<file path="config.mk">
export PLATFORM = sky130hd
export DESIGN_NAME = can_tx_arbiter
export DESIGN_NICKNAME = d
export VERILOG_FILES = /design/src/rtl/can_tx_pkg.sv /design/src/rtl/can_tx_arb_core.sv /design/src/rtl/can_tx_first_set.sv /design/src/rtl/can_tx_arbiter.sv
export SDC_FILE = /design/constraint.sdc
export NUM_CORES = 2
export LEC_CHECK = 0
export CAP_MARGIN = 20
export CORE_AREA = 2 2 522 524
export CTS_CLUSTER_DIAMETER = 60
export DETAILED_ROUTE_END_ITERATION = 8
export DIE_AREA = 0 0 524 526
export PLACE_DENSITY = 0.44
export SETUP_SLACK_MARGIN = 0.4
export SYNTH_ARGS = -nofsm -noshare
export SYNTH_HDL_FRONTEND = slang
export SYNTH_SLANG_ARGS = --single-unit
</file>
<file path="constraint.sdc">
create_clock -name clk -period 79.4 [get_ports clk]
set_input_delay 15.88 -clock clk [delete_from_list [all_inputs] [get_ports clk]]
set_output_delay 15.88 -clock clk [all_outputs]
set_load 0.01 [all_outputs]
</file>
<file path="src/rtl/can_tx_pkg.sv">
package can_tx_pkg;
    localparam int unsigned CODE_W = 4;
    localparam int unsigned LPRIO_W = 3;
    localparam logic [CODE_W-1:0] CODE_INACTIVE = 4'b1000;
    localparam logic [CODE_W-1:0] CODE_ABORT    = 4'b1001;

    // a transmit mailbox is pending when both upper code bits are set
    function automatic logic code_pending(input logic [CODE_W-1:0] c);
        return c[3] & c[2];
    endfunction
endpackage

</file>
<file path="src/rtl/can_tx_arb_core.sv">
module can_tx_arb_core #(
    parameter int unsigned N     = 32,
    parameter int unsigned KEY_W = 32,
    parameter int unsigned IDX_W = 5
) (
    input  logic [N-1:0]            elig,
    input  logic [N-1:0][KEY_W-1:0] keys,
    output logic                    found,
    output logic [IDX_W-1:0]        best_idx
);
    logic [KEY_W-1:0] best_key;

    // strict less-than keeps the lower index on equal keys
    always_comb begin
        found    = 1'b0;
        best_idx = '0;
        best_key = '0;
        for (int i = 0; i < int'(N); i++) begin
            if (elig[i] && (!found || keys[i] < best_key)) begin
                found    = 1'b1;
                best_idx = IDX_W'(i);
                best_key = keys[i];
            end
        end
    end
endmodule

</file>
<file path="src/rtl/can_tx_first_set.sv">
module can_tx_first_set #(
    parameter int unsigned N     = 32,
    parameter int unsigned IDX_W = 5
) (
    input  logic [N-1:0]     req,
    output logic             hit,
    output logic [IDX_W-1:0] idx
);
    always_comb begin
        hit = 1'b0;
        idx = '0;
        for (int i = int'(N) - 1; i >= 0; i--) begin
            if (req[i]) begin
                hit = 1'b1;
                idx = IDX_W'(i);
            end
        end
    end
endmodule

</file>
<file path="src/rtl/can_tx_arbiter.sv">
module can_tx_arbiter
    import can_tx_pkg::*;
#(
    parameter int unsigned NUM_MB = 32,
    parameter int unsigned ID_W   = 29,
    parameter int unsigned TS_W   = 16,
    localparam int unsigned IDX_W = (NUM_MB > 1) ? $clog2(NUM_MB) : 1
) (
    input  logic                              clk,
    input  logic                              rst_n,
    input  logic                              mode_idx,
    input  logic                              prio_en,
    input  logic                              abort_en,
    input  logic [NUM_MB-1:0][CODE_W-1:0]     mb_code,
    input  logic [NUM_MB-1:0][ID_W-1:0]       mb_id,
    input  logic [NUM_MB-1:0][LPRIO_W-1:0]    mb_lprio,
    input  logic [NUM_MB-1:0]                 cs_wr,
    input  logic [NUM_MB-1:0]                 flag_clr,
    input  logic [NUM_MB-1:0]                 irq_mask,
    input  logic                              tx_start,
    input  logic                              tx_done,
    input  logic [TS_W-1:0]                   timer,
    output logic                              tx_valid,
    output logic [IDX_W-1:0]                  tx_idx,
    output logic [IDX_W-1:0]                  wb_idx,
    output logic                              code_we,
    output logic [CODE_W-1:0]                 code_val,
    output logic                              ts_we,
    output logic [TS_W-1:0]                   ts_val,
    output logic [NUM_MB-1:0]                 iflag,
    output logic                              irq
);
    localparam int unsigned KEY_W = LPRIO_W + ID_W;

    typedef struct packed {
        logic [IDX_W-1:0]  win_idx;
        logic              win_vld;
        logic              inflight;
        logic              rearb;
        logic [NUM_MB-1:0] iflag;
        logic [IDX_W-1:0]  wb_idx;
        logic              code_we;
        logic              ts_we;
        logic [TS_W-1:0]   ts_val;
    } state_t;

    state_t state_d, state_q;

    logic [NUM_MB-1:0]            excl;
    logic [NUM_MB-1:0]            elig;
    logic [NUM_MB-1:0]            abort_req;
    logic [NUM_MB-1:0][KEY_W-1:0] keys;
    logic                         pick_vld;
    logic [IDX_W-1:0]             pick_idx;
    logic                         abort_hit;
    logic [IDX_W-1:0]             abort_idx;
    logic                         accept;
    logic                         done_ok;
    logic                         silent;

    // per-mailbox key: zero in index mode so ties fall to the lowest index
    for (genvar g = 0; g < int'(NUM_MB); g++) begin : g_key
        always_comb begin
            if (mode_idx)
                keys[g] = '0;
            else if (prio_en)
                keys[g] = {mb_lprio[g], mb_id[g]};
            else
                keys[g] = {{LPRIO_W{1'b0}}, mb_id[g]};
        end
    end

    // mailboxes under a CPU write or under our own pending write-back sit out
    always_comb begin
        excl = cs_wr;
        if (state_q.code_we)
            excl[state_q.wb_idx] = 1'b1;
        for (int i = 0; i < int'(NUM_MB); i++) begin
            elig[i]      = code_pending(mb_code[i]) && !excl[i];
            abort_req[i] = abort_en && (mb_code[i] == CODE_ABORT) && !excl[i]
                           && !(state_q.inflight && (state_q.win_idx == IDX_W'(i)));
        end
    end

    can_tx_arb_core #(.N(NUM_MB), .KEY_W(KEY_W), .IDX_W(IDX_W)) u_arb (
        .elig     (elig),
        .keys     (keys),
        .found    (pick_vld),
        .best_idx (pick_idx)
    );

    can_tx_first_set #(.N(NUM_MB), .IDX_W(IDX_W)) u_abort (
        .req (abort_req),
        .hit (abort_hit),
        .idx (abort_idx)
    );

    assign tx_valid = state_q.win_vld && !state_q.inflight && !state_q.rearb;
    assign accept   = tx_start && tx_valid;
    assign done_ok  = tx_done && state_q.inflight;
    assign silent   = (mb_code[state_q.win_idx] == CODE_INACTIVE);

    always_comb begin
        state_d         = state_q;
        state_d.code_we = 1'b0;
        state_d.ts_we   = 1'b0;
        state_d.iflag   = state_q.iflag & ~flag_clr;

        if (accept)
            state_d.inflight = 1'b1;

        if (done_ok) begin
            state_d.inflight = 1'b0;
            if (!silent) begin
                state_d.code_we                = 1'b1;
                state_d.ts_we                  = 1'b1;
                state_d.wb_idx                 = state_q.win_idx;
                state_d.ts_val                 = timer;
                state_d.iflag[state_q.win_idx] = 1'b1;
            end
        end else if (abort_hit) begin
            state_d.code_we          = 1'b1;
            state_d.wb_idx           = abort_idx;
            state_d.iflag[abort_idx] = 1'b1;
        end

        if (state_q.rearb && !state_q.inflight) begin
            state_d.win_vld = pick_vld;
            state_d.win_idx = pick_idx;
            state_d.rearb   = 1'b0;
        end

        if ((|cs_wr) || done_ok)
            state_d.rearb = 1'b1;
    end

    always_ff @(posedge clk or negedge rst_n) begin
        if (!rst_n) begin
            state_q       <= '0;
            state_q.rearb <= 1'b1;
        end else begin
            state_q <= state_d;
        end
    end

    assign tx_idx   = state_q.win_idx;
    assign wb_idx   = state_q.wb_idx;
    assign code_we  = state_q.code_we;
    assign code_val = CODE_INACTIVE;
    assign ts_we    = state_q.ts_we;
    assign ts_val   = state_q.ts_val;
    assign iflag    = state_q.iflag;
    assign irq      = |(state_q.iflag & irq_mask);
endmodule

</file>
# --- Word-level counts from Yosys, hierarchy flattened ---
# Cells that the tools add are included.
classes:
  addsub: 0
  multipliers: 0
  n_div: 0
  order_cmp: 37
  n_eq_ne: 65
  shifts: 0
  muxes: 239
  bitwise: 39
  reduce_logical: 336
op_table:
  columns: ["operator", "n"]
  rows:
  - ["$mux 32", 96]
  - ["$lt 32x32->1", 31]
  - ["$mux 5", 48]
  - ["$logic_and 1x1->1", 199]
  - ["$eq 4x4->1 const B", 33]
  - ["$logic_not 1->1", 97]
  - ["$or 32x32->32", 3]
  - ["$eq 5x5->1 const B", 16]
  - ["$mux 38", 2]
  - ["$mux 1", 72]
  - ["$and 32x32->32", 2]
  - ["$reduce_or 32->1", 2]
  - ["$mux 55", 1]
  - ["$eq 5x4->1 const B", 8]
  - ["$mux 4", 9]
  - ["$and 1x1->1", 32]
  - ["$logic_or 1x1->1", 32]
  - ["$not 32->32", 1]
  - ["$bmux 4 s5", 1]
  - ["$eq 5x3->1 const B", 4]
  - ["$lt 5x6->1 const B", 3]
  - ["$mux 17", 1]
  - ["$demux 1 s5", 3]
  - ["$ge 5x1->1 const B", 3]
  - ["9 further kinds", 17]
word_totals:
  ff_bits: 63
  latch_bits: 0
  mem_bits_rw: 0
  rom_bits: 0
  inputBits: 1271
  output_inout_bits: 66
  word_cells: 725
  n_memories: 0

# --- Logic depth before layout (Yosys ltp) ---
depth:
  ltp_word: 133
  depth_mapped: 589
  depth_no_buf: 524

# --- By module ---
# Synthesis repeated with hierarchy kept, for this count alone.
hier_totals:
  cells_unflattened: 7399
  area_unflattened_um2: 50602.3
by_module_without_submodules:
  columns: ["mod", "n_inst", "cells_each", "area_each_um2", "seq_area_each_um2"]
  rows:
  - ["can_tx_arb_core", 1, 5556, 37514.7, 0.0]
  - ["can_tx_arbiter", 1, 1778, 12717.2, 1577.8]
  - ["can_tx_first_set", 1, 65, 370.4, 0.0]

# --- Worst setup path before layout ---
# Ideal clock, no wire load.
synth_timing:
  kind: "input-to-reg"
  start: "in mode_idx"
  end: "reg state_q, in the netlist tx_idx[1]"
  setup_time_ns: 0.066
  arrival_ns: 103.420
  required_time_ns: 79.334
  path_slack_ns: -24.086
  stages: 561
  n_path_buf: 74
  path_cell_list: "buf_6 buf_6 buf_6 buf_6 buf_2 clkbuf_1 clkbuf_1 nor2b_1 ha_1 and4_1 a221oi_1 o211ai_1 a21oi_1 clkbuf_1 clkbuf_1 clkbuf_1 a21oi_1 ha_1 (+525 left out) o221ai_1 nor2_1 a31o_2 buf_4 a21o_1 ha_1 a21oi_1 nor2b_1 o21ai_0 nand2b_1 a21oi_1 o21ai_0 or4_1 or2_2 nor2_1 a2111oi_1 a21oi_1 o32a_1"
synth_via:
  elab_chain_cells: 126
  elab_cells_between_ends: 246
  classes_between: "order compare: 31; mux: 123; reduce/logical: 92"
synth_rtl:
  columns: ["item", "line", "text"]
  rows:
  - ["start: declaration", "can_tx_arbiter.sv:11", "input logic mode_idx,"]
  - ["$mux 32", "can_tx_arbiter.sv:64", "if (mode_idx)"]
  - ["$mux 32", "can_tx_arb_core.sv:19", "if (elig[i] && (!found || keys[i] < best_key)) begin"]
  - ["$lt 32x32->1", "can_tx_arb_core.sv:19", null]
  - ["$logic_or 1x1->1", "can_tx_arb_core.sv:19", null]
  - ["$logic_and 1x1->1", "can_tx_arb_core.sv:19", null]
  - ["$mux 32 or $mux 1 (tied branches)", "can_tx_arb_core.sv:19", null]
  - ["$lt 32x32->1 or $logic_not 1->1 (tied branches)", "can_tx_arb_core.sv:19", null]
  - ["$logic_or 1x1->1", "can_tx_arb_core.sv:19", null]
  - ["(+110 left out)", null, null]
  - ["$lt 32x32->1 or $logic_not 1->1 (tied branches)", "can_tx_arb_core.sv:19", null]
  - ["$logic_or 1x1->1", "can_tx_arb_core.sv:19", null]
  - ["$logic_and 1x1->1", "can_tx_arb_core.sv:19", null]
  - ["$mux 32 or $mux 1 (tied branches)", "can_tx_arb_core.sv:19", null]
  - ["$lt 32x32->1 or $logic_not 1->1 (tied branches)", "can_tx_arb_core.sv:19", null]
  - ["$logic_or 1x1->1", "can_tx_arb_core.sv:19", null]
  - ["$logic_and 1x1->1", "can_tx_arb_core.sv:19", null]
  - ["$mux 5 *", "can_tx_arb_core.sv:19", null]
  - ["end signal: assignment", "can_tx_arbiter.sv:142", "state_q <= state_d;"]
  - ["end: declaration", "can_tx_arbiter.sv:47", "state_t state_d, state_q;"]
# Every way passes the cells marked *; elsewhere a longest branch is shown, timed or not.
# A chain may end at the register's enable or synchronous reset.

# --- Final worst setup path ---
layout_timing:
  start: "in cs_wr[0]"
  end: "reg state_q, in the netlist tx_idx[3]"
layout_via:
  elab_chain_cells: 129
  elab_cells_between_ends: 214
  classes_between: "order compare: 31; mux: 87; bitwise: 1; reduce/logical: 95"
layout_rtl:
  columns: ["item", "line", "text"]
  rows:
  - ["start: declaration", "can_tx_arbiter.sv:17", "input logic [NUM_MB-1:0] cs_wr,"]
  - ["$or 32x32->32 (no source line)", null, null]
  - ["$mux 32 *", "can_tx_arbiter.sv:76", "if (state_q.code_we)"]
  - ["$logic_not 1->1 *", "can_tx_arbiter.sv:79", "elig[i] = code_pending(mb_code[i]) && !excl[i];"]
  - ["$logic_and 1x1->1 *", "can_tx_arbiter.sv:79", null]
  - ["$mux 32 or $mux 1 (tied branches)", "can_tx_arb_core.sv:19", null]
  - ["$lt 32x32->1 or $logic_not 1->1 (tied branches)", "can_tx_arb_core.sv:19", null]
  - ["$logic_or 1x1->1", "can_tx_arb_core.sv:19", null]
  - ["$logic_and 1x1->1", "can_tx_arb_core.sv:19", null]
  - ["(+113 left out)", null, null]
  - ["$lt 32x32->1 or $logic_not 1->1 (tied branches)", "can_tx_arb_core.sv:19", null]
  - ["$logic_or 1x1->1", "can_tx_arb_core.sv:19", null]
  - ["$logic_and 1x1->1", "can_tx_arb_core.sv:19", null]
  - ["$mux 32 or $mux 1 (tied branches)", "can_tx_arb_core.sv:19", null]
  - ["$lt 32x32->1 or $logic_not 1->1 (tied branches)", "can_tx_arb_core.sv:19", null]
  - ["$logic_or 1x1->1", "can_tx_arb_core.sv:19", null]
  - ["$logic_and 1x1->1", "can_tx_arb_core.sv:19", null]
  - ["$mux 5 *", "can_tx_arb_core.sv:19", null]
# Marks and branches as above.

==> run summary <==
* complete, but fails checks — outcome
* negative setup slack — violated checks
* ts_val[0]$_DFFE_PN0P_ — Hold Path End
* 6.53 ps — final setup skew
* 96970 ps — shortest period the worst path allows
* 4747 — initial drt markers
* 0.00181 W — sum of internal, switching and leakage power
* 0.270 mm² — placeable core region
* 0 — antenna viol nets, final
* 12300 — Layout Nets
* a21oi_2 — cell occurring most often along the worst timing path
* 3 — number of H-tree levels
* 1130 ps — slew of the pin with the lowest slew margin
* 63 — sink count of the clock tree
* input pin — type of element launching the critical path
* 494 — reg2reg path depth
* 1 — depth of the worst hold-timing path
* 524 µm — overall die width
* 79640 ps — Data required, critical path
* compound AO/OA/AOI/OAI gates — family of cells with the greatest summed delay on the critical path
* 75 — number of buffer and inverter instances along the worst setup path
* 24.4% — share of the synthesized area in the top cell type
* 60 ps — clock transition at the registers of the reported paths
* 123 — number of distinct library cells after synthesis
* 122% — portion of the clock cycle consumed by the worst path in the final layout
* ts_val[0]$_DFFE_PN0P_ — hold path startpoint
* 76.9% — Layout area overhead
* tx_idx[3]$_DFFE_PN0P_ — Critical R2R Capture
* 6.80 µm² — Avg Synthesized Cell Area
* 39.3 nW — static leakage
* 0 — Remaining Overflow, GRT
* ha_1 — cell with the most instances after synthesis
* 0.994 — global placer's final weighted congestion
* 29.0% — fraction of final layout cells sized beyond drive strength 1
* 526 µm — y dimension of the die
* 191 — Placement Rows
* 63 — synthesis-stage register bit count
* 100% — asr flop ratio synth
* 0 — number of slew-limit violations in the final report
* 26.2% — overall global routing resource usage
* 9 — Inserted Clock Buffers
* o21ai_0 — worst-path cell with the longest stage delay
* 26 — largest driver fanout on the critical path
* done — clock tree from TritonCTS
* 341000 µm — Detail Placement HPWL
* 0 — DRC violation count after routing
* 590 ps — delay of the slowest cell on the worst path
* 21.3 mW/mm² — Cell Pwr Density
* dfrtp_1 — most used flip-flop cell after synthesis
* 0.0000104 V — VDD IR-drop max
* 1337 — I/O pin total
* 0.0481 mm² — area of the mapped netlist
* 134 — antenna violations before repair
* 0 — number of synthesis warnings
* 5 — # setup viols final
* 0.0790 mm² — Placed Instance Area
* 0 — number of endpoints with negative hold slack in the final report
* 65900 — number of vias in the routed layout
* 31.5% — Layout Utilization
* -2350 ps — reg2reg setup slack
* 514000 µm — global-route wire length before repair
* 0.276 mm² — die area
* wb_idx[4]$_DFFE_PN0P_ — launching point of the worst reg2reg path
* register — crit end category
* yes — unrepaired setup endpoints after global routing
* 0 — Max-Cap Viols
* clkbuf_16 — cell at the root of the clock tree
* 0 — hold-fix buffers at CTS
* 23.9% — slew margin rel.
* 6 — drt pass-1 iters
* input pin to register — critical setup path kind
* 2 — maximum number of buffers from clock root to sink
* 360 ps — later-pin clock latency in the skew report
* 0.0850 mm² — post-route design area
* ha_1, nor2b_1, nand2_1 — most common library cells after synthesis
* 66900 — vias in the first global route
* 383000 µm — DRT Wirelength
* 1332 — # port buffers
* 91 — pin count of the biggest net entering global routing
* 97210 ps — data arrival time of the worst path
* -17570 ps — least setup slack across all paths after layout
* ha_1 — library cell occupying the most area in the post-synthesis netlist
* 4.79 — drt via density
* 7068 — Post-Syn Instances
* 0 — number of flops mapped to enable cells by yosys
* 17.8% — starting density of the core
* 10.3 MHz — highest clock rate
* 3.28% — sequential area share after synthesis
* 27.8 µm — routed wire length per instance
* register to register — path class of the lowest-slack min-delay path
* ha_1, nor2b_1, nand2_1 — biggest area contributors in the synthesized netlist
sequential cells by signal (all words and copies together) (netlist names):
signal	flops
iflag	32
ts_val	16
tx_idx	5
wb_idx	5
state_q	3
code_we	1
ts_we	1
what timing repair did:
| action | 4_1_cts | 5_1_grt |
|---|---|---|
| buffers inserted | 124 | 109 |
| cloned | 25 | 12 |
| pin swaps | 162 | 283 |
| resized for setup | 390 | 331 |
| setup endpoints to repair | 5 | 5 |
report_power, final:
group | leakage, nW | internal, W | switching (W)
combinational | 38.4 | 0.000858 | 0.000866
clock | 0.143 | 0.0000246 | 0.0000179
sequential | 0.832 | 0.0000364 | 0.00000599
metal layers:
| metal | track usage [%] | wire length [µm] |
|---|---|---|
| met5 | 0 | 403 |
| met4 | 9.16 | 15000 |
| met3 | 3.31 | 19700 |
| met2 | 47.5 | 190000 |
| met1 | 31.4 | 157000 |
kinds of logic (layout without fill, tap and decap cells):
logic type,count (synthesis),in the layout,share of synthesized area [%]
AND/OR/NAND/NOR,3171,3173,33.8
AO/OA/AOI/OAI,2002,2008,26.2
adder cells (fa/ha/maj),944,944,24.5
buffers and inverters,664,3725,6.73
multiplexers,222,222,5.41
flip-flops,63,63,3.28
other,2,57,0.0156
cell type report:
cell class / instances / area [µm²]
clock buffers: 9 / 225
well taps: 3570 / 4470
repair buffers: 3452 / 30800
multi-input cells: 6351 / 46800
fillers: 29100 / 185000
diodes: 53 / 133
inverters: 257 / 970
flip-flops and latches: 63 / 1580
clock inverters: 7 / 80.1
placed cells by master (no fill, tap or decap), drive strengths merged, types with 120 or more instances in the layout:
cell,netlist,final
a21o,276,277
a21oi,599,599
buf,176,2108
clkdlybuf4s50,0,1326
ha,936,936
inv,257,259
mux2,200,200
nand2,867,867
nand2b,129,129
nand4,213,213
nor2,580,581
nor2b,871,871
nor3,120,120
o21ai,585,588
per-stage QoR:
| stage | hold slack [ps] | TNS, ps | setup slack [ps] | cells |
|---|---|---|---|---|
| 2_1_floorplan | 482 | -69980 | -14000 | 7070 |
| 3_3_place_gp | 490 | -102300 | -20480 | 13400 |
| 3_5_place_dp | 495 | -105930 | -21220 | 13400 |
| 4_1_cts | 509 | -83540 | -16720 | 13600 |
| 5_1_grt | 518 | -110700 | -22170 | 13700 |
| 6_report | 504 | -87650 | -17570 | 13800 |
worst max-delay path by stage:
stage | endpoint | slack (ps) | startpoint | depth (start not counted)
6_report | tx_idx[3]$_DFFE_PN0P_ | -17570 | cs_wr[0] | 498
5_1_grt | tx_idx[1]$_DFFE_PN0P_ | -22170 | cs_wr[0] | 551
4_1_cts | tx_idx[4]$_DFFE_PN0P_ | -16720 | mb_code[3] | 530
3_5_place_dp | tx_idx[3]$_DFFE_PN0P_ | -21220 | cs_wr[0] | 487
3_3_place_gp | tx_idx[2]$_DFFE_PN0P_ | -20480 | cs_wr[0] | 478
2_1_floorplan | tx_idx[4]$_DFFE_PN0P_ | -14000 | mode_idx | 570
No activity file was read; power rests on OpenSTA's default activity.
